==> src/rtl/spdif_seq_pkg.sv <==
package spdif_seq_pkg;
  // write-port address map; the status-word addresses double as channel index
  typedef enum logic [1:0] {
    WK_CS1 = 2'd0,
    WK_CS2 = 2'd1,
    WK_AUD = 2'd2,
    WK_USR = 2'd3
  } wr_kind_e;

  localparam int NCH = 2;
endpackage

==> src/rtl/sdseq_frame_ctr.sv <==
module sdseq_frame_ctr #(
  parameter int FRAMES  = 192,
  parameter int CS_BITS = 30,
  localparam int FW     = $clog2(FRAMES)
) (
  input  logic          clk,
  input  logic          rst_n,
  input  logic          fire,
  input  logic          req_clr,
  output logic [FW-1:0] frame,
  output logic          chan,
  output logic          wrap,
  output logic          cs_req
);
  localparam logic [FW-1:0] LAST_FRAME = FW'(FRAMES - 1);
  localparam logic [FW-1:0] REQ_FRAME  = FW'(CS_BITS - 1);

  logic frame_end;
  logic req_set;

  assign frame_end = fire & chan;
  assign wrap      = frame_end & (frame == LAST_FRAME);
  assign req_set   = frame_end & (frame == REQ_FRAME);

  always_ff @(posedge clk or negedge rst_n) begin
    if (!rst_n) begin
      frame <= '0;
      chan  <= 1'b0;
    end else if (fire) begin
      chan <= ~chan;
      if (chan) frame <= (frame == LAST_FRAME) ? '0 : frame + 1'b1;
    end
  end

  always_ff @(posedge clk or negedge rst_n) begin
    if (!rst_n)       cs_req <= 1'b0;
    else if (req_set) cs_req <= 1'b1;
    else if (req_clr) cs_req <= 1'b0;
  end
endmodule

==> src/rtl/sdseq_cs_store.sv <==
module sdseq_cs_store
  import spdif_seq_pkg::*;
#(
  parameter int FRAMES  = 192,
  parameter int CS_BITS = 30,
  localparam int FW     = $clog2(FRAMES),
  localparam int CIW    = $clog2(CS_BITS)
) (
  input  logic               clk,
  input  logic               rst_n,
  input  logic               wr_en,
  input  logic [1:0]         wr_addr,
  input  logic [CS_BITS-1:0] wr_word,
  input  logic               load,
  input  logic [FW-1:0]      frame,
  input  logic               chan,
  output logic               cs_bit
);
  logic [CS_BITS-1:0] act_w [NCH];

  for (genvar c = 0; c < NCH; c++) begin : g_ch
    logic [CS_BITS-1:0] pend_q;
    logic [CS_BITS-1:0] act_q;
    logic               hit;

    assign hit = wr_en & (wr_addr == 2'(c));

    always_ff @(posedge clk or negedge rst_n) begin
      if (!rst_n) begin
        pend_q <= '0;
        act_q  <= '0;
      end else begin
        if (load) act_q  <= pend_q;
        if (hit)  pend_q <= wr_word;
      end
    end

    assign act_w[c] = act_q;
  end

  logic in_field;
  assign in_field = frame < FW'(CS_BITS);
  assign cs_bit   = in_field ? act_w[chan][frame[CIW-1:0]] : 1'b0;
endmodule

==> src/rtl/sdseq_aud_dbuf.sv <==
module sdseq_aud_dbuf
  import spdif_seq_pkg::*;
#(
  parameter int AUD_W = 24
) (
  input  logic             clk,
  input  logic             rst_n,
  input  logic             wr,
  input  logic [AUD_W-1:0] wr_sample,
  input  logic             advance,
  input  logic             chan,
  output logic [AUD_W-1:0] sample,
  output logic             empty
);
  logic [1:0] fill_q;
  logic       full;
  logic       take;
  logic       move;
  logic [AUD_W-1:0] out_w [NCH];

  assign full  = fill_q == 2'd2;
  assign empty = fill_q == 2'd0;
  assign take  = wr & ~full;
  assign move  = advance & full;

  always_ff @(posedge clk or negedge rst_n) begin
    if (!rst_n)    fill_q <= '0;
    else if (move) fill_q <= '0;
    else if (take) fill_q <= fill_q + 2'd1;
  end

  for (genvar c = 0; c < NCH; c++) begin : g_slot
    logic [AUD_W-1:0] in_q;
    logic [AUD_W-1:0] out_q;

    always_ff @(posedge clk or negedge rst_n) begin
      if (!rst_n) begin
        in_q  <= '0;
        out_q <= '0;
      end else begin
        if (take && fill_q[0] == c[0]) in_q <= wr_sample;
        if (move) out_q <= in_q;
      end
    end

    assign out_w[c] = out_q;
  end

  assign sample = out_w[chan];
endmodule

==> src/rtl/sdseq_usr_dbuf.sv <==
module sdseq_usr_dbuf #(
  parameter int USR_W = 32,
  localparam int IW   = $clog2(USR_W)
) (
  input  logic             clk,
  input  logic             rst_n,
  input  logic             wr,
  input  logic [USR_W-1:0] wr_word,
  input  logic             advance,
  output logic             usr_bit,
  output logic             empty
);
  localparam logic [IW-1:0] LAST_BIT = IW'(USR_W - 1);

  logic [USR_W-1:0] in_q;
  logic [USR_W-1:0] cur_q;
  logic             full_q;
  logic [IW-1:0]    idx_q;
  logic             word_end;
  logic             take;
  logic             move;

  assign word_end = advance & (idx_q == LAST_BIT);
  assign take     = wr & ~full_q;
  assign move     = word_end & full_q;
  assign empty    = ~full_q;
  assign usr_bit  = cur_q[idx_q];

  always_ff @(posedge clk or negedge rst_n) begin
    if (!rst_n) begin
      in_q   <= '0;
      cur_q  <= '0;
      full_q <= 1'b0;
      idx_q  <= '0;
    end else begin
      if (advance) idx_q <= word_end ? '0 : idx_q + 1'b1;
      if (move) begin
        cur_q  <= in_q;
        full_q <= 1'b0;
      end else if (take) begin
        in_q   <= wr_word;
        full_q <= 1'b1;
      end
    end
  end
endmodule

==> src/rtl/spdif_cs_user_seq.sv <==
module spdif_cs_user_seq
  import spdif_seq_pkg::*;
#(
  parameter int FRAMES  = 192,
  parameter int CS_BITS = 30,
  parameter int AUD_W   = 24,
  parameter int DATA_W  = 32,
  localparam int FW     = $clog2(FRAMES)
) (
  input  logic              clk,
  input  logic              rst_n,
  input  logic              wr_en,
  input  logic [1:0]        wr_addr,
  input  logic [DATA_W-1:0] wr_data,
  output logic              aud_empty,
  output logic              usr_empty,
  output logic              cs_req,
  output logic              sf_valid,
  input  logic              sf_ready,
  output logic              sf_chan,
  output logic              sf_block_start,
  output logic [AUD_W-1:0]  sf_audio,
  output logic              sf_cs_bit,
  output logic              sf_user_bit
);
  logic          fire;
  logic [FW-1:0] frame;
  logic          wrap;
  logic          cs2_wr;

  always_ff @(posedge clk or negedge rst_n) begin
    if (!rst_n) sf_valid <= 1'b0;
    else        sf_valid <= 1'b1;
  end

  assign fire   = sf_valid & sf_ready;
  assign cs2_wr = wr_en & (wr_addr == WK_CS2);

  sdseq_frame_ctr #(.FRAMES(FRAMES), .CS_BITS(CS_BITS)) u_pos (
    .clk(clk), .rst_n(rst_n), .fire(fire), .req_clr(cs2_wr),
    .frame(frame), .chan(sf_chan), .wrap(wrap), .cs_req(cs_req)
  );

  sdseq_cs_store #(.FRAMES(FRAMES), .CS_BITS(CS_BITS)) u_cs (
    .clk(clk), .rst_n(rst_n), .wr_en(wr_en), .wr_addr(wr_addr),
    .wr_word(wr_data[CS_BITS-1:0]), .load(wrap), .frame(frame),
    .chan(sf_chan), .cs_bit(sf_cs_bit)
  );

  sdseq_aud_dbuf #(.AUD_W(AUD_W)) u_aud (
    .clk(clk), .rst_n(rst_n), .wr(wr_en && wr_addr == WK_AUD),
    .wr_sample(wr_data[AUD_W-1:0]), .advance(fire & sf_chan),
    .chan(sf_chan), .sample(sf_audio), .empty(aud_empty)
  );

  sdseq_usr_dbuf #(.USR_W(DATA_W)) u_usr (
    .clk(clk), .rst_n(rst_n), .wr(wr_en && wr_addr == WK_USR),
    .wr_word(wr_data), .advance(fire), .usr_bit(sf_user_bit),
    .empty(usr_empty)
  );

  assign sf_block_start = (frame == '0) & ~sf_chan;
endmodule

==> config.mk <==
export PLATFORM = sky130hd
export DESIGN_NAME = spdif_cs_user_seq
export DESIGN_NICKNAME = d
export VERILOG_FILES = /design/src/rtl/spdif_seq_pkg.sv /design/src/rtl/sdseq_frame_ctr.sv /design/src/rtl/sdseq_cs_store.sv /design/src/rtl/sdseq_aud_dbuf.sv /design/src/rtl/sdseq_usr_dbuf.sv /design/src/rtl/spdif_cs_user_seq.sv
export SDC_FILE = /design/constraint.sdc
export NUM_CORES = 1
export LEC_CHECK = 0
export ABC_AREA = 1
export BUFFER_PORTS_ARGS = -buffer_cell sky130_fd_sc_hd__buf_2
export CAP_MARGIN = 10
export CORE_MARGIN = 8
export CORE_UTILIZATION = 45
export CTS_CLUSTER_SIZE = 25
export DETAILED_ROUTE_END_ITERATION = 8
export GPL_TIMING_DRIVEN = 0
export PLACE_DENSITY = 0.72
export REMOVE_ABC_BUFFERS = 1
export SLEW_MARGIN = 10
export SYNTH_ARGS = -nofsm -noshare
export SYNTH_HDL_FRONTEND = slang
export SYNTH_SLANG_ARGS = --single-unit
==> constraint.sdc <==
create_clock -name clk -period 3.4 [get_ports clk]
set_clock_uncertainty 0.2 [all_clocks]
set_input_delay 0.34 -clock clk [delete_from_list [all_inputs] [get_ports clk]]
set_output_delay 0.34 -clock clk [all_outputs]
set_load 0.01 [all_outputs]
* After elaboration in Yosys (flattened, before gate mapping)
Index checks and enable logic that the tools add are counted.
** Storage, ports and cells
- Flip-flop bits (word level) :: 299
- Input bits :: 38
- Output and inout bits :: 32
- Word-level logic and storage cells :: 80
** Cells by class
- Add/subtract/negate cells :: 3
- Magnitude comparators :: 4
- Eq/ne operators :: 7
- Multiplexer cells :: 19
- Bitwise operators :: 18
- Reduce and logical (&&, ||, !) cells :: 12
** Operator list (number)
- $mux W30 :: 3
- $mux W24 :: 3
- $and A1 B1 Y1 :: 12
- $lt A5 B6 Y1 const B :: 2
- $bmux W1 S5 :: 2
- $add A8 B1 Y8 const B :: 1
- $eq A8 B5 Y1 const B :: 1
- $eq A8 B8 Y1 const B :: 1
- $logic_not A8 Y1 :: 1
- $lt A8 B5 Y1 const B :: 1
- $mux W8 :: 1
- $mux W1 :: 7
- $eq A2 B2 Y1 const B :: 3
- $reduce_bool A2 Y1 :: 3
- $add A5 B1 Y5 const B :: 1
- $eq A5 B5 Y1 const B :: 1
- $mux W5 :: 1
- $not A1 Y1 :: 5
- $logic_and A1 B1 Y1 :: 4
- $logic_not A2 Y1 :: 2
- $mux W2 :: 2
- $reduce_and A2 Y1 :: 2
- $add A2 B1 Y2 const B :: 1
- $eq A2 B1 Y1 const B :: 1
- 2 further kinds :: 2

* Longest topological paths before layout
- Depth after elaboration :: 7
- Depth in mapped cells :: 13
- Mapped depth without buffers :: 12

* Hierarchy
From an unflattened synthesis, not the netlist that was laid out.
** Unflattened totals
- Cell total of the unflattened synthesis :: 1484
- Area total of the unflattened synthesis :: 13138.9 um^2
** Modules (own cells, without submodules)
- sdseq_cs_store :: times used 1, cells an instance 584, area each 5176.2 um^2, sequential area each 3002.9 um^2
- sdseq_aud_dbuf :: times used 1, cells an instance 507, area each 4201.5 um^2, sequential area each 2452.4 um^2
- sdseq_usr_dbuf :: times used 1, cells an instance 297, area each 3088.0 um^2, sequential area each 1751.7 um^2
- sdseq_frame_ctr :: times used 1, cells an instance 77, area each 570.5 um^2, sequential area each 250.2 um^2
- spdif_cs_user_seq :: times used 1, cells an instance 19, area each 102.6 um^2, sequential area each 25.0 um^2

* Least setup slack after synthesis
No wires, ideal clock.
- Kind :: reg2out
- Start point :: reg u_pos.chan
- End point :: out sf_cs_bit
- Arrival :: 1.488 ns
- Data required time :: 2.860 ns
- Path slack :: 1.372 ns
- Cell stages (with the launch flop) :: 11
- Buffers on the path :: 1
- Cells stage by stage :: dfrtp_1 inv_2 buf_1 nand2_1 nand3_1 nand3_1 nand2_1 a21oi_1 nand2_1 nand3_1 a21oi_1
** Between the ends
- Cells in the longest elaborated chain, start to end :: 7
** Ends and longest elaborated chain
- start, declared :: RTL line sdseq_frame_ctr.sv:11 : output logic chan,
- start signal, assigned :: RTL line sdseq_frame_ctr.sv:30 : chan <= ~chan;
- $not A1 Y2 (implied by the code) :: RTL line sdseq_cs_store.sv:43 : assign cs_bit = in_field ? act_w[chan][frame[CIW-1:0]] : 1'b0;
- $mux W30 (implied by the code) (3 in a row) :: RTL line sdseq_cs_store.sv:43
- $bmux W1 S5 :: RTL line sdseq_cs_store.sv:43
- $mux W1 (implied by the code) :: RTL line sdseq_cs_store.sv:43
- $mux W1 :: RTL line sdseq_cs_store.sv:43
- end, declared :: RTL line spdif_cs_user_seq.sv:23 : output logic sf_cs_bit,
No other way between the ends. The select of a mux whose other input is x is not followed.

* Worst setup path in the final report
- Start point :: reg u_usr.idx_q[0]
- End point :: out sf_user_bit
** Between the ends
- Cells in the longest elaborated chain, start to end :: 2
** Ends and longest elaborated chain
- start, declared :: RTL line sdseq_usr_dbuf.sv:18 : logic [IW-1:0] idx_q;
- start signal, assigned :: RTL line sdseq_usr_dbuf.sv:36 : if (advance) idx_q <= word_end ? '0 : idx_q + 1'b1;
- $bmux W1 S5 :: RTL line sdseq_usr_dbuf.sv:27 : assign usr_bit = cur_q[idx_q];
- $mux W1 (implied by the code) :: RTL line sdseq_usr_dbuf.sv:27
- end, declared :: RTL line spdif_cs_user_seq.sv:24 : output logic sf_user_bit
No other way between the ends. The select of a mux whose other input is x is not followed.

==> reports/summary.log <==
INFO  placement      io_buffers=69
INFO  sta            finalCritPeriodShare=96.0%
INFO  clock_tree     cts_sinks=299
INFO  worst_setup_path arrival=2.72ns
INFO  worst_setup_path r2r_start=u_usr.idx_q[0]
INFO  logic_synthesis synth_cell_types=35
INFO  worst_setup_path worst-endpoint-required=2.86ns
INFO  logic_synthesis postSynth.topFlopCell=dfrtp_1
INFO  grt            gr-usage-all-layers=18.0%
INFO  placement      finalWeightedCongestion=0.823
INFO  placement      post-place-cells=1848
INFO  clock_tree     ctsLongestPathBuffers=3
INFO  run_status     outcome=complete, no violations
INFO  detailed_routing remaining_drc_errors=0
INFO  detailed_routing route.antenna.remaining_nets=0
INFO  die            core_area=0.0276mm2
INFO  grt            wire_length_of_the_first_global_routing_pass=49.7mm
INFO  die            chipWidth=183um
INFO  detailed_routing route.detailed.vias_per_inst=5.01
INFO  worst_setup_path critPathMaxStageDelay=0.74ns
INFO  logic_synthesis synth.top_cells.by_area=dfrtp_1 60%, nand2_1 18%, o21ai_0 7.9%
INFO  logic_synthesis synthArstFlopShare=100%
INFO  sta            max_freq=306MHz
INFO  detailed_routing drt_first_iter_violations=1034
INFO  logic_synthesis postSynthCellCount=1465
INFO  logic_synthesis register_bit_count_reported_by_yosys=299
INFO  logic_synthesis post_synth_mux_area_share=0.0898%
INFO  die            floorplan.initialDensity=45.4%
INFO  logic_synthesis synth_largest_type_area_fraction=59.7%
INFO  detailed_routing first_pass_iters=5
INFO  grt            grt_max_degree=107
INFO  logic_synthesis synth-seq-area-share=59.7%
INFO  clock_tree     clkSlewWorstSetupHoldPaths=0.06ns
INFO  worst_setup_path endpoint_kind=primary output
INFO  sta            timing.final.crit_period=3.26ns
INFO  worst_setup_path worst-r2r-setup-slack=0.32ns
INFO  die            floorplan.die_area=0.0335mm2
INFO  logic_synthesis synth_adder_area_share=0.499%
INFO  clock_tree     worstSkewPairLatency=0.56ns
INFO  die            row_count=61
INFO  power          leakage=0.00757uW
INFO  placement      dp_hpwl=17.7mm
INFO  detailed_routing vias=9737
INFO  clock_tree     htree_levels=1
INFO  final_layout   layout_common_cells=615 x nand2_1, 297 x dfrtp_1, 199 x o21ai_0, 106 x inv_1, 68 x buf_2
INFO  grt            grt_pass1_vias=9687
INFO  sta            finalSetupViolCount=0
INFO  worst_setup_path path_common_cell=nand2_1
INFO  logic_synthesis synth_xor_xnor_area_share=0.0698%
INFO  final_layout   instances_no_fill=1944
INFO  sta            final-hold-violation-count=0
INFO  worst_setup_path crit_path_top_delay_cell=dfrtp_1
INFO  clock_tree     tritoncts_clock_tree=built
INFO  worst_setup_path reg2reg_to=u_usr.cur_q[30]
INFO  sta            max_slew.worst_pin.slew=0.879ns
INFO  power          vdd_drop_max=0.000380V
INFO  logic_synthesis synth_top_family_by_area=simple AND/OR/NAND/NOR gates
INFO  final_layout   final_layout_size_suffix_gt1_share=11.7%
INFO  worst_setup_path timing.critical_path.max_delay_family=flip-flops
INFO  detailed_routing routedWlPerCell=15.2um
INFO  hold_path      min_path_type=in2async
INFO  die            fp.dieH=183um
INFO  final_layout   leading_cell_type_in_the_layout_fill_and_taps_excluded=nand2_1
INFO  grt            globalRouteOverflowTotal=0
INFO  die            pin_count=70
INFO  sta            number_of_pins_exceeding_their_max_slew_limit_in_the_final_report=0
INFO  final_layout   n_antenna_cell=0
INFO  sta            slew_headroom=41.4%
INFO  logic_synthesis avgSynthCellArea=8.56um2
INFO  sta            rsz0062_at_grt=no
INFO  flow_run       timing.max_cap.violations=0
INFO  worst_setup_path buf_inv_stages_crit_path=2
INFO  final_layout   final_core_util=53.1%
INFO  clock_tree     cts_made_buffers=31
INFO  logic_synthesis synth.yosys.warnings=0
INFO  logic_synthesis synth-compound-area-share=10.8%
INFO  final_layout   flow.area_growth_from_synthesis=17.0%
INFO  logic_synthesis synth_enable_flop_cells=0
INFO  logic_synthesis synthesis.area=0.0125mm2
INFO  detailed_routing detail_route.wirelength=29.5mm
INFO  worst_setup_path ff2ff_path_depth=12
INFO  logic_synthesis synthDominantAreaCellType=dfrtp_1
INFO  worst_setup_path criticalPathCategory=reg2out
INFO  worst_setup_path worst-path-max-fanout=19
INFO  grt            grt_antenna_before_repair=0
INFO  worst_setup_path timing.critical_path.cells=inv_1, o21ai_0, o221ai_1, nand3_1, nand2_1, nand2_1, nand2_1, buf_2
INFO  power          cellPowerDensity=726mW/mm2
INFO  final_layout   num-nets-final=1586
INFO  clock_tree     clock_tree.root_cell=clkbuf_16
INFO  logic_synthesis yosys.area_share.simple=22.6%
INFO  worst_setup_path crit_path_start_kind=flip-flop
report_power, final:
group          internal (uW)  switching [uW]
clock network           1950            1370
logic                    841            1390
registers               4470             642
total                   7260            3400
through the flow:
stage / TNS [ns] / setup WS (ns) / cell area (um2) / hold slack [ns] / total power, uW
after floorplan: -64.20 / -0.937 / 12200 / -0.156 / 6370
after global placement: -1579.13 / -4.34 / 13000 / 0.250 / 7160
after detailed placement: -18.18 / -0.232 / 13300 / 0.0958 / 7300
after CTS: 0 / 0.00773 / 14600 / 0.0572 / 10700
after global routing: 0 / 0.0240 / 14700 / 0.109 / 11300
final: 0 / 0.135 / 14700 / 0.0845 / 10700
worst max-delay path by stage:
| stage | startpoint | endpoint | slack [ns] | depth (start not counted) |
|---|---|---|---|---|
| floorplan | u_pos.chan | u_aud.g_slot[0].out_q[0] | -0.94 | 7 |
| global placement | u_pos.chan | u_aud.g_slot[0].out_q[2] | -4.34 | 7 |
| detailed placement | u_pos.chan | u_cs.g_ch[1].act_q[4] | -0.23 | 6 |
| CTS | u_pos.chan | sf_cs_bit | 0.008 | 9 |
| global route | u_usr.idx_q[0] | sf_user_bit | 0.02 | 8 |
| finish | u_usr.idx_q[0] | sf_user_bit | 0.14 | 8 |
repair_timing:
item | in CTS | in global routing
endpoints found under the setup margin | 143 | 32
hold buffers | 33 | 0
pin swaps | 1 | 0
gates cloned | 2 | 0
endpoints found under the hold margin | 345 | 0
buffers inserted | 3 | 2
gates resized for setup | 7 | 5
cell families after synthesis:
logic type / Yosys count
mux: 1
simple gates: 722
fa+ha+maj: 5
compound gates: 248
other cells: 1
buf+inv: 188
xor+xnor: 1
flops: 299
sequential cells by signal, summed over array words and instances, names as in the netlist:
| register | cells |
|---|---|
| u_cs.g_ch.act_q | 60 |
| u_usr.in_q | 32 |
| sf_valid | 1 |
| u_usr.cur_q | 32 |
| u_pos.cs_req | 1 |
| u_aud.g_slot.in_q | 48 |
| u_usr.full_q | 1 |
| u_aud.fill_q | 2 |
| u_aud.g_slot.out_q | 48 |
| u_pos.frame | 8 |
| u_pos.chan | 1 |
| u_usr.idx_q | 5 |
| u_cs.g_ch.pend_q | 60 |
worst reg2reg max path, cell delays in order (launching register included):
cell and delay, ns:
dfrtp_1 0.74, ha_1 0.27, nand2_1 0.07, nor2_1 0.11, ha_1 0.16, inv_1 0.07, nor2_1 0.15, inv_1 0.13
nor2_4 0.51, clkinvlp_4 0.17, buf_4 0.22, nand2_1 0.07, o21ai_0 0.08
synthesized netlist by cell type (2+ instances only):
master,number
o21ai_0,199
buf_1,3
inv_2,3
nand4_1,2
dfrtp_1,299
o211ai_1,5
o21ai_2,18
nand2_2,11
nand2_1,617
nor3_1,4
a31oi_1,2
ha_1,5
buf_2,17
clkbuf_1,48
buf_6,3
nor2_2,2
inv_1,109
o221ai_1,6
nor2_1,39
nand3_1,43
a21oi_1,16
layer usage:
metal	track usage [%]	vias to the layer above	wire [um]
li1	-	4752	-
met1	25.0	4656	13700
met2	29.2	280	13600
met3	2.75	49	1640
met4	4.91	0	573
met5	0	-	0
area by class of cell:
| cell class | count | area (um2) |
|---|---|---|
| flip-flops and latches | 299 | 7490 |
| repair buffers | 117 | 938 |
| repair inverters | 1 | 7.51 |
| well taps | 378 | 473 |
| inverters | 114 | 458 |
| fillers | 2609 | 13000 |
| clock inverters | 7 | 70.1 |
| clock buffers | 49 | 933 |
| multi-input cells | 979 | 4310 |
Power figures use the tool's default switching activity.
